[config.mk]
export PLATFORM = sky130hd
export DESIGN_NAME = spi_fifo_irq
export DESIGN_NICKNAME = d
export VERILOG_FILES = /design/src/rtl/spi_fifo_irq_pkg.sv /design/src/rtl/sfi_level_ctr.sv /design/src/rtl/sfi_datapath.sv /design/src/rtl/sfi_ctrl.sv /design/src/rtl/spi_fifo_irq.sv
export SDC_FILE = /design/constraint.sdc
export NUM_CORES = 1
export LEC_CHECK = 0
export ABC_AREA = 1
export CORE_ASPECT_RATIO = 0.7
export CORE_MARGIN = 5
export CORE_UTILIZATION = 45
export CTS_CLUSTER_DIAMETER = 80
export CTS_CLUSTER_SIZE = 25
export DETAILED_ROUTE_END_ITERATION = 10
export PLACE_DENSITY = 0.78
export SYNTH_ARGS = -nofsm -noshare
export SYNTH_HDL_FRONTEND = slang
export SYNTH_SLANG_ARGS = --single-unit
[constraint.sdc]
create_clock -name clk -period 2.3 [get_ports clk]
set_input_delay 0.345 -clock clk [delete_from_list [all_inputs] [get_ports clk]]
set_output_delay 0.345 -clock clk [all_outputs]
set_load 0.005 [all_outputs]
[src/rtl/spi_fifo_irq_pkg.sv]
package spi_fifo_irq_pkg;
  localparam int THR_REG_W = 8;
  localparam int STAT_W    = 5;
  // status bit positions, shared by raw status, mask and masked status
  localparam int B_TXEMPTY = 0;
  localparam int B_TXOVF   = 1;
  localparam int B_RXUND   = 2;
  localparam int B_RXOVF   = 3;
  localparam int B_RXFULL  = 4;
  // channel indices
  localparam int CH_TX = 0;
  localparam int CH_RX = 1;

  typedef struct packed {
    logic [1:0] inc;
    logic [1:0] dec;
    logic       flush;
  } lvlCtl_t;
endpackage

[src/rtl/sfi_level_ctr.sv]
module sfi_level_ctr #(
  parameter int DEPTH = 16,
  localparam int LVL_W = $clog2(DEPTH + 1)
) (
  input  logic             clk,
  input  logic             rstN,
  input  logic             flush,
  input  logic             inc,
  input  logic             dec,
  output logic [LVL_W-1:0] level,
  output logic             full,
  output logic             empty
);
  always_ff @(posedge clk or negedge rstN) begin
    if (!rstN)              level <= '0;
    else if (flush)         level <= '0;
    else if (inc && !dec)   level <= level + 1'b1;
    else if (dec && !inc)   level <= level - 1'b1;
  end

  assign full  = (level == LVL_W'(DEPTH));
  assign empty = (level == '0);
endmodule

[src/rtl/sfi_datapath.sv]
module sfi_datapath
  import spi_fifo_irq_pkg::*;
#(
  parameter int DEPTH = 16,
  localparam int LVL_W = $clog2(DEPTH + 1),
  localparam int THR_W = $clog2(DEPTH)
) (
  input  logic                            clk,
  input  logic                            rstN,
  input  lvlCtl_t                         ctl,
  input  logic [1:0]                      thrWr,
  input  logic [THR_REG_W-1:0]            thrWrData,
  output logic [1:0][LVL_W-1:0]           level,
  output logic [1:0]                      full,
  output logic [1:0]                      empty,
  output logic [1:0][THR_REG_W-1:0]       thrRd,
  output logic [1:0]                      thrHit
);
  for (genvar c = 0; c < 2; c++) begin : g_ch
    logic [THR_W-1:0] thr;

    sfi_level_ctr #(.DEPTH(DEPTH)) u_ctr (
      .clk   (clk),
      .rstN  (rstN),
      .flush (ctl.flush),
      .inc   (ctl.inc[c]),
      .dec   (ctl.dec[c]),
      .level (level[c]),
      .full  (full[c]),
      .empty (empty[c])
    );

    // only the bits a level comparison can use are stored
    always_ff @(posedge clk or negedge rstN) begin
      if (!rstN)         thr <= '0;
      else if (thrWr[c]) thr <= thrWrData[THR_W-1:0];
    end

    assign thrRd[c] = THR_REG_W'(thr);

    if (c == CH_TX) begin : g_tx_cmp
      assign thrHit[c] = (level[c] <= LVL_W'(thr));
    end else begin : g_rx_cmp
      assign thrHit[c] = (level[c] > LVL_W'(thr));
    end
  end
endmodule

[src/rtl/sfi_ctrl.sv]
module sfi_ctrl
  import spi_fifo_irq_pkg::*;
(
  input  logic              clk,
  input  logic              rstN,
  input  logic              enable,
  input  logic              txPush,
  input  logic              txPop,
  input  logic              rxPush,
  input  logic              rxPop,
  input  logic              errClrRd,
  input  logic              maskWr,
  input  logic [STAT_W-1:0] maskWrData,
  input  logic [1:0]        full,
  input  logic [1:0]        empty,
  input  logic [1:0]        thrHit,
  output lvlCtl_t           ctl,
  output logic [STAT_W-1:0] rawStatus,
  output logic [STAT_W-1:0] maskedStatus,
  output logic              irq
);
  logic txOvfEv, rxOvfEv, rxUndEv;
  logic txOvf, rxOvf, rxUnd;
  logic [STAT_W-1:0] mask;

  // acceptance decisions; a push to a full FIFO loses even when a pop
  // leaves in the same cycle
  always_comb begin
    ctl.flush      = !enable;
    ctl.inc[CH_TX] = enable && txPush && !full[CH_TX];
    ctl.dec[CH_TX] = enable && txPop  && !empty[CH_TX];
    ctl.inc[CH_RX] = enable && rxPush && !full[CH_RX];
    ctl.dec[CH_RX] = enable && rxPop  && !empty[CH_RX];
  end

  assign txOvfEv = enable && txPush && full[CH_TX];
  assign rxOvfEv = enable && rxPush && full[CH_RX];
  assign rxUndEv = enable && rxPop  && empty[CH_RX];

  // sticky errors: clear first, then a same-cycle event sets again
  always_ff @(posedge clk or negedge rstN) begin
    if (!rstN) begin
      txOvf <= 1'b0;
      rxOvf <= 1'b0;
      rxUnd <= 1'b0;
    end else if (!enable) begin
      txOvf <= 1'b0;
      rxOvf <= 1'b0;
      rxUnd <= 1'b0;
    end else begin
      txOvf <= (txOvf && !errClrRd) || txOvfEv;
      rxOvf <= (rxOvf && !errClrRd) || rxOvfEv;
      rxUnd <= (rxUnd && !errClrRd) || rxUndEv;
    end
  end

  always_ff @(posedge clk or negedge rstN) begin
    if (!rstN)       mask <= '0;
    else if (maskWr) mask <= maskWrData;
  end

  always_comb begin
    rawStatus            = '0;
    rawStatus[B_TXEMPTY] = thrHit[CH_TX];
    rawStatus[B_TXOVF]   = txOvf;
    rawStatus[B_RXUND]   = rxUnd;
    rawStatus[B_RXOVF]   = rxOvf;
    rawStatus[B_RXFULL]  = thrHit[CH_RX];
  end

  assign maskedStatus = rawStatus & mask;

  always_ff @(posedge clk or negedge rstN) begin
    if (!rstN) irq <= 1'b0;
    else       irq <= |maskedStatus;
  end
endmodule

[src/rtl/spi_fifo_irq.sv]
module spi_fifo_irq
  import spi_fifo_irq_pkg::*;
#(
  parameter int DEPTH = 16,
  localparam int LVL_W = $clog2(DEPTH + 1)
) (
  input  logic                 clk,
  input  logic                 rstN,
  input  logic                 enable,
  input  logic                 txPush,
  input  logic                 txPop,
  input  logic                 rxPush,
  input  logic                 rxPop,
  input  logic                 txThrWr,
  input  logic                 rxThrWr,
  input  logic [7:0]           thrWrData,
  input  logic                 maskWr,
  input  logic [4:0]           maskWrData,
  input  logic                 errClrRd,
  output logic [LVL_W-1:0]     txLevel,
  output logic [LVL_W-1:0]     rxLevel,
  output logic [7:0]           txThrRd,
  output logic [7:0]           rxThrRd,
  output logic [4:0]           rawStatus,
  output logic [4:0]           maskedStatus,
  output logic                 irq
);
  lvlCtl_t ctl;
  logic [1:0][LVL_W-1:0]     level;
  logic [1:0][THR_REG_W-1:0] thrRd;
  logic [1:0]                full, empty, thrHit;

  sfi_datapath #(.DEPTH(DEPTH)) u_dp (
    .clk       (clk),
    .rstN      (rstN),
    .ctl       (ctl),
    .thrWr     ({rxThrWr, txThrWr}),
    .thrWrData (thrWrData),
    .level     (level),
    .full      (full),
    .empty     (empty),
    .thrRd     (thrRd),
    .thrHit    (thrHit)
  );

  sfi_ctrl u_ctrl (
    .clk          (clk),
    .rstN         (rstN),
    .enable       (enable),
    .txPush       (txPush),
    .txPop        (txPop),
    .rxPush       (rxPush),
    .rxPop        (rxPop),
    .errClrRd     (errClrRd),
    .maskWr       (maskWr),
    .maskWrData   (maskWrData),
    .full         (full),
    .empty        (empty),
    .thrHit       (thrHit),
    .ctl          (ctl),
    .rawStatus    (rawStatus),
    .maskedStatus (maskedStatus),
    .irq          (irq)
  );

  assign txLevel = level[CH_TX];
  assign rxLevel = level[CH_RX];
  assign txThrRd = thrRd[CH_TX];
  assign rxThrRd = thrRd[CH_RX];
endmodule

### After elaboration in Yosys (flattened, before gate mapping)

Index checks and enable logic that the tools add are counted.
Widths: inputs -> output; s select.

* magnitude comparators: 2
* reduce and logical (&&, ||, !) cells: 33
* multiplexer cells: 9
* eq/ne operators: 4
* $add $sub $neg: 4
* bitwise operators: 1

Operator list (count)
* $mux 5: 6
* $logic_and 1x1->1: 18
* $add 5x1->5 const B: 2
* $eq 5x5->1 const B: 2
* $logic_not 5->1: 2
* $sub 5x1->5 const B: 2
* $logic_not 1->1: 9
* $ne 3x1->1 const B: 2
* $and 5x5->5: 1
* $gt 5x4->1: 1
* $le 5x4->1: 1
* $reduce_or 5->1: 1
* $logic_or 1x1->1: 3
* $mux 1: 3

* logic and storage cells: 62
* register bits: 27
* output and inout port bits: 37
* input port bits: 24

### Logic depth before layout (Yosys ltp)

* word-level depth: 8
* depth in mapped cells: 14
* gate-level depth less buffers: 14

### By module

A second synthesis with hierarchy kept.

* cells, all modules: 260
* area, all modules: 1924.3 µm²

By module, submodules not included
* sfi_level_ctr: sequential area each 125.1 µm², cells each 61, area each 429.2 µm², times used 2
* sfi_datapath: sequential area each 200.2 µm², cells each 74, area each 586.8 µm², times used 1
* sfi_ctrl: sequential area each 225.2 µm², cells each 64, area each 479.2 µm², times used 1

### Least setup slack after synthesis

No wires, ideal clock.

* kind: reg-to-reg
* start: register u_dp.g_ch[0].u_ctr.level[1]
* end: register u_dp.g_ch[0].u_ctr.level[4]
* path buffers: 0
* required time: 2183 ps
* cell stages (with the launch flop): 15
* library setup time: 117 ps
* period minus slack after synthesis: 1912 ps
* arrival: 1795 ps
* path slack: 388 ps
* cell sequence: dfrtp_1 > nor2_1 > nand3_1 > nand2_2 > inv_2 > nand2_4 > ha_1 > a21oi_1 > nand2_1 > nand2_1 > nand2_1 > nand2_1 > nand2_1 > nand2_1 > nand2_1

* word-level cells in the longest chain between the ends: 7
* elaborated cells between the ends (all ways): 16
* classes of those cells: add/sub (2); eq/ne (2); mux (3); reduce/logical (9)

RTL lines
* from (decl): RTL line sfi_level_ctr.sv:10 `output logic [LVL_W-1:0] level,`
* from (signal assigned): RTL line sfi_level_ctr.sv:17 `else if (inc && !dec) level <= level + 1'b1;`
* from (signal assigned): RTL line sfi_level_ctr.sv:18 `else if (dec && !inc) level <= level - 1'b1;`
* branches (longest 7 deep; another with $sub 5x1->5)

Parallel ways; which one is timed is not known. The select of a mux whose other input is x is not followed.
A chain may end at the register's enable or synchronous reset.

### Final worst setup path

* start: register u_dp.g_ch[1].thr[3]
* end: output port maskedStatus[4]

* word-level cells in the longest chain between the ends: 2

RTL lines
* from (decl): RTL line sfi_datapath.sv:20 `logic [THR_W-1:0] thr;`
* from (signal assigned): RTL line sfi_datapath.sv:36 `else if (thrWr[c]) thr <= thrWrData[THR_W-1:0];`
* $gt 5x4->1: RTL line sfi_datapath.sv:44 `assign thrHit[c] = (level[c] > LVL_W'(thr));`
* $and 5x5->5: RTL line sfi_ctrl.sv:71 `assign maskedStatus = rawStatus & mask;`
* to (decl): RTL line spi_fifo_irq.sv:25 `output logic [4:0] maskedStatus,`

No other way between the ends.

==> out/metrics.cfg <==
[clock_network]
clock-sinks=27
clockBufferDepth=2
htreeDepth=1
cts_made_buffers=3
cts_tree=built
cts.clk_slew.worst_paths_ps=90
cts-root-buf=clkbuf_8
clk_latency_ps=270

[floorplan]
coreArea_um2=3970
initial_core_util_pct=47.05
num_rows=19
die_h_um=63.91
ios=61
fp.dieArea_um2=5560
die_w_um=87.01

[routing]
drc=0
drt-total-wl_um=4794
num_vias=1702
viasPerCell=4.948
antenna_left=0
first_iter_violations=90
dr.pass1.iters=4
wl_per_cell_um=13.94

[logic_synthesis]
ys_ff_latch=27
synth.area.top_cells=dfrtp_1 (36%), ha_1 (11%), nand2_1 (10%)
ys_warn_count=0
synth-edff-count=0
synth_top_area_share_pct=36.17
synth_flop_cell=dfrtp_1
ys_types=29
synth.most_common_cell=nand2_1
synthesis.area_um2=1868
avgSynthCellArea_um2=8.648
syn_inst=216
yosysTopAreaCell=dfrtp_1
synth_common_cells=nand2_1 (50), dfrtp_1 (27), inv_1 (22)
postSynth.asyncResetShare_pct=100.0
synth_seq_area_share_pct=36.17

[finish]
design_area_um2=2693
drive_gt1_share_pct=25.68
nets=335
area_growth_pct=44.14
diodes=0

[hold_path]
min_path_type=in -> async

[power_and_ir_drop]
power.density_nw_per_um2=1007
power.leakage_nw=1.354
power_mw=2.712
ir_drop_uv=535.5

[sta]
fin_crit_ps=2158
finalClockSkew_ps=1.858
final_max_slew_viol_count=0
fmax_mhz=463.4
setup_viol=0
fin_tns_setup_ps=0
fin_ws_ps=142.2
post-route-period-util_pct=93.82
hold_violations=0

[setup_path]
start_kind=flip-flop
path_common_cell=inv_1
slowest_delay_ps=360
slowest_stage=dfrtp_1
crit_required_ps=1960
cp-end-kind=output pin
worstSetupPathType=reg -> out
path_cells=inv_1, ha_1, nand2_1, o21ai_0, or2_1, nand3_1, inv_1, dlygate4sd2_1
worstPathArrival_ps=1810
worst-path-max-fanout=2

[global_routing]
antenna_found_initial=0
grt_pass1_vias=1692
grt_usage_pct=18.02
grt_overflow=0
grt_pass1_wl_um=8045
grt_max_degree=28

[placed_design]
place_area_um2=2541
post-place-ws_ps=-67.76
hpwl_um=3670
io_buffer_count=48
place.gp.congestion=0.8305

[job]
maxCapViolCount=0

[status]
outcome=finished, final reports clean

-- sequential cells by signal, indices dropped and copies added, names as in the netlist --
signal                 flops
u_ctrl.rxUnd               1
u_ctrl.irq                 1
u_dp.g_ch.thr              8
u_ctrl.txOvf               1
u_ctrl.rxOvf               1
u_dp.g_ch.u_ctr.level     10
u_ctrl.mask                5
-- per-layer routing --
layer	global-route usage (%)	up-vias	routed length, um
met1	24.98	798	2257
li1	-	847	-
met5	0	-	0
met3	3.979	4	317
met4	3.113	0	39
met2	29.26	53	2180
-- final timing paths --
| path | startpoint | to | slack, ps | cells after the start |
|---|---|---|---|---|
| min reg2reg | u_ctrl.mask[2]$_DFFE_PN0P_ | u_ctrl.mask[2]$_DFFE_PN0P_ | 520 | 1 |
| min | rstN | u_ctrl.rxUnd$_DFF_PN0_ | 450 | 2 |
| max in group asynchronous | rstN | u_dp.g_ch[0].thr[2]$_DFFE_PN0P_ | 1590 | 2 |
| max | u_dp.g_ch[1].thr[3]$_DFFE_PN0P_ | maskedStatus[4] | 140 | 8 |
| max reg2reg | u_dp.g_ch[0].u_ctr.level[1]$_DFFE_PN0P_ | u_dp.g_ch[0].u_ctr.level[4]$_DFFE_PN0P_ | 160 | 15 |
| min in group clk | u_ctrl.mask[2]$_DFFE_PN0P_ | u_ctrl.mask[2]$_DFFE_PN0P_ | 520 | 1 |
-- through the flow --
stage / std cells / hold WS (ps) / util, %
after detailed placement: 336 / 496.9 / 64.01
after global placement: 336 / 489.5 / 64.01
final: 344 / 449.4 / 67.82
after global routing: 344 / 477.3 / 67.82
after floorplan: 223 / 49.41 / -
after CTS: 344 / 462.7 / 67.41
-- placed cells by master (no fill, tap or decap) --
cell type	count
a21oi_1	4
a21oi_2	4
a21oi_4	2
buf_4	29
clkbuf_1	1
clkbuf_8	3
clkdlybuf4s50_1	44
clkinv_1	2
clkinv_4	1
conb_1	8
dfrtp_1	27
dlygate4sd2_1	2
dlymetal6s2s_1	2
fa_1	2
ha_1	12
ha_4	4
inv_1	19
inv_2	9
mux2_2	7
nand2_1	50
nand2_2	2
nand2_4	6
nand3_1	10
nand3_2	4
nand3b_1	1
nand4_1	13
nor2_1	2
nor2_2	2
nor2_4	1
nor3_1	2
o21ai_0	7
o21ai_2	1
o22ai_1	3
or2_1	2
xnor2_1	2
xor2_1	2
-- kinds of logic (layout without fill, tap and decap cells) --
| logic type | count (synthesis) | count (layout) | share of synthesized area (%) |
|---|---|---|---|
| adders and majority gates | 18 | 18 | 12.86 |
| DFF | 27 | 27 | 36.17 |
| muxes | 7 | 7 | 4.220 |
| xor gates and xnor gates | 4 | 4 | 1.876 |
| and+or+nand+nor | 95 | 95 | 26.52 |
| AOI/OAI and AO/OA | 21 | 21 | 7.033 |
| buffers and inverters | 43 | 112 | 11.12 |
| other | 1 | 8 | 0.2007 |
-- final cells by class --
cell class | count | area, um^2
Fill cell | 331 | 1277
Multi-Input combinational cell | 153 | 1085
Timing Repair Buffer | 77 | 700.7
Sequential cell | 27 | 675.6
Inverter | 31 | 121.4
Tap cell | 52 | 65.06
Clock buffer | 4 | 45.04
-- power by group --
part	internal, mW	leakage [nW]	total (mW)	switching [mW]
Sequential	0.584	0.342	0.690	0.106
Clock	0.124	0.0228	0.265	0.141
Combinational	0.893	0.990	1.76	0.864
Total	1.60	1.35	2.71	1.11
-- repair_timing --
action,in CTS,in global routing
setup endpoints to repair,4,3
resized for setup,11,7
hold buffers,0,0
pin swaps,5,3
cloned,0,0
buffers inserted,4,0
-- worst max-delay path, delay by kind of cell, from the launching register on --
family | cells | cell delay [ps]
flops | 1 | 360
fa+ha+maj | 1 | 310
buf+inv | 3 | 360
simple gates | 3 | 450
compound gates | 1 | 70
Note: power is estimated with default switching activity, not from simulation.
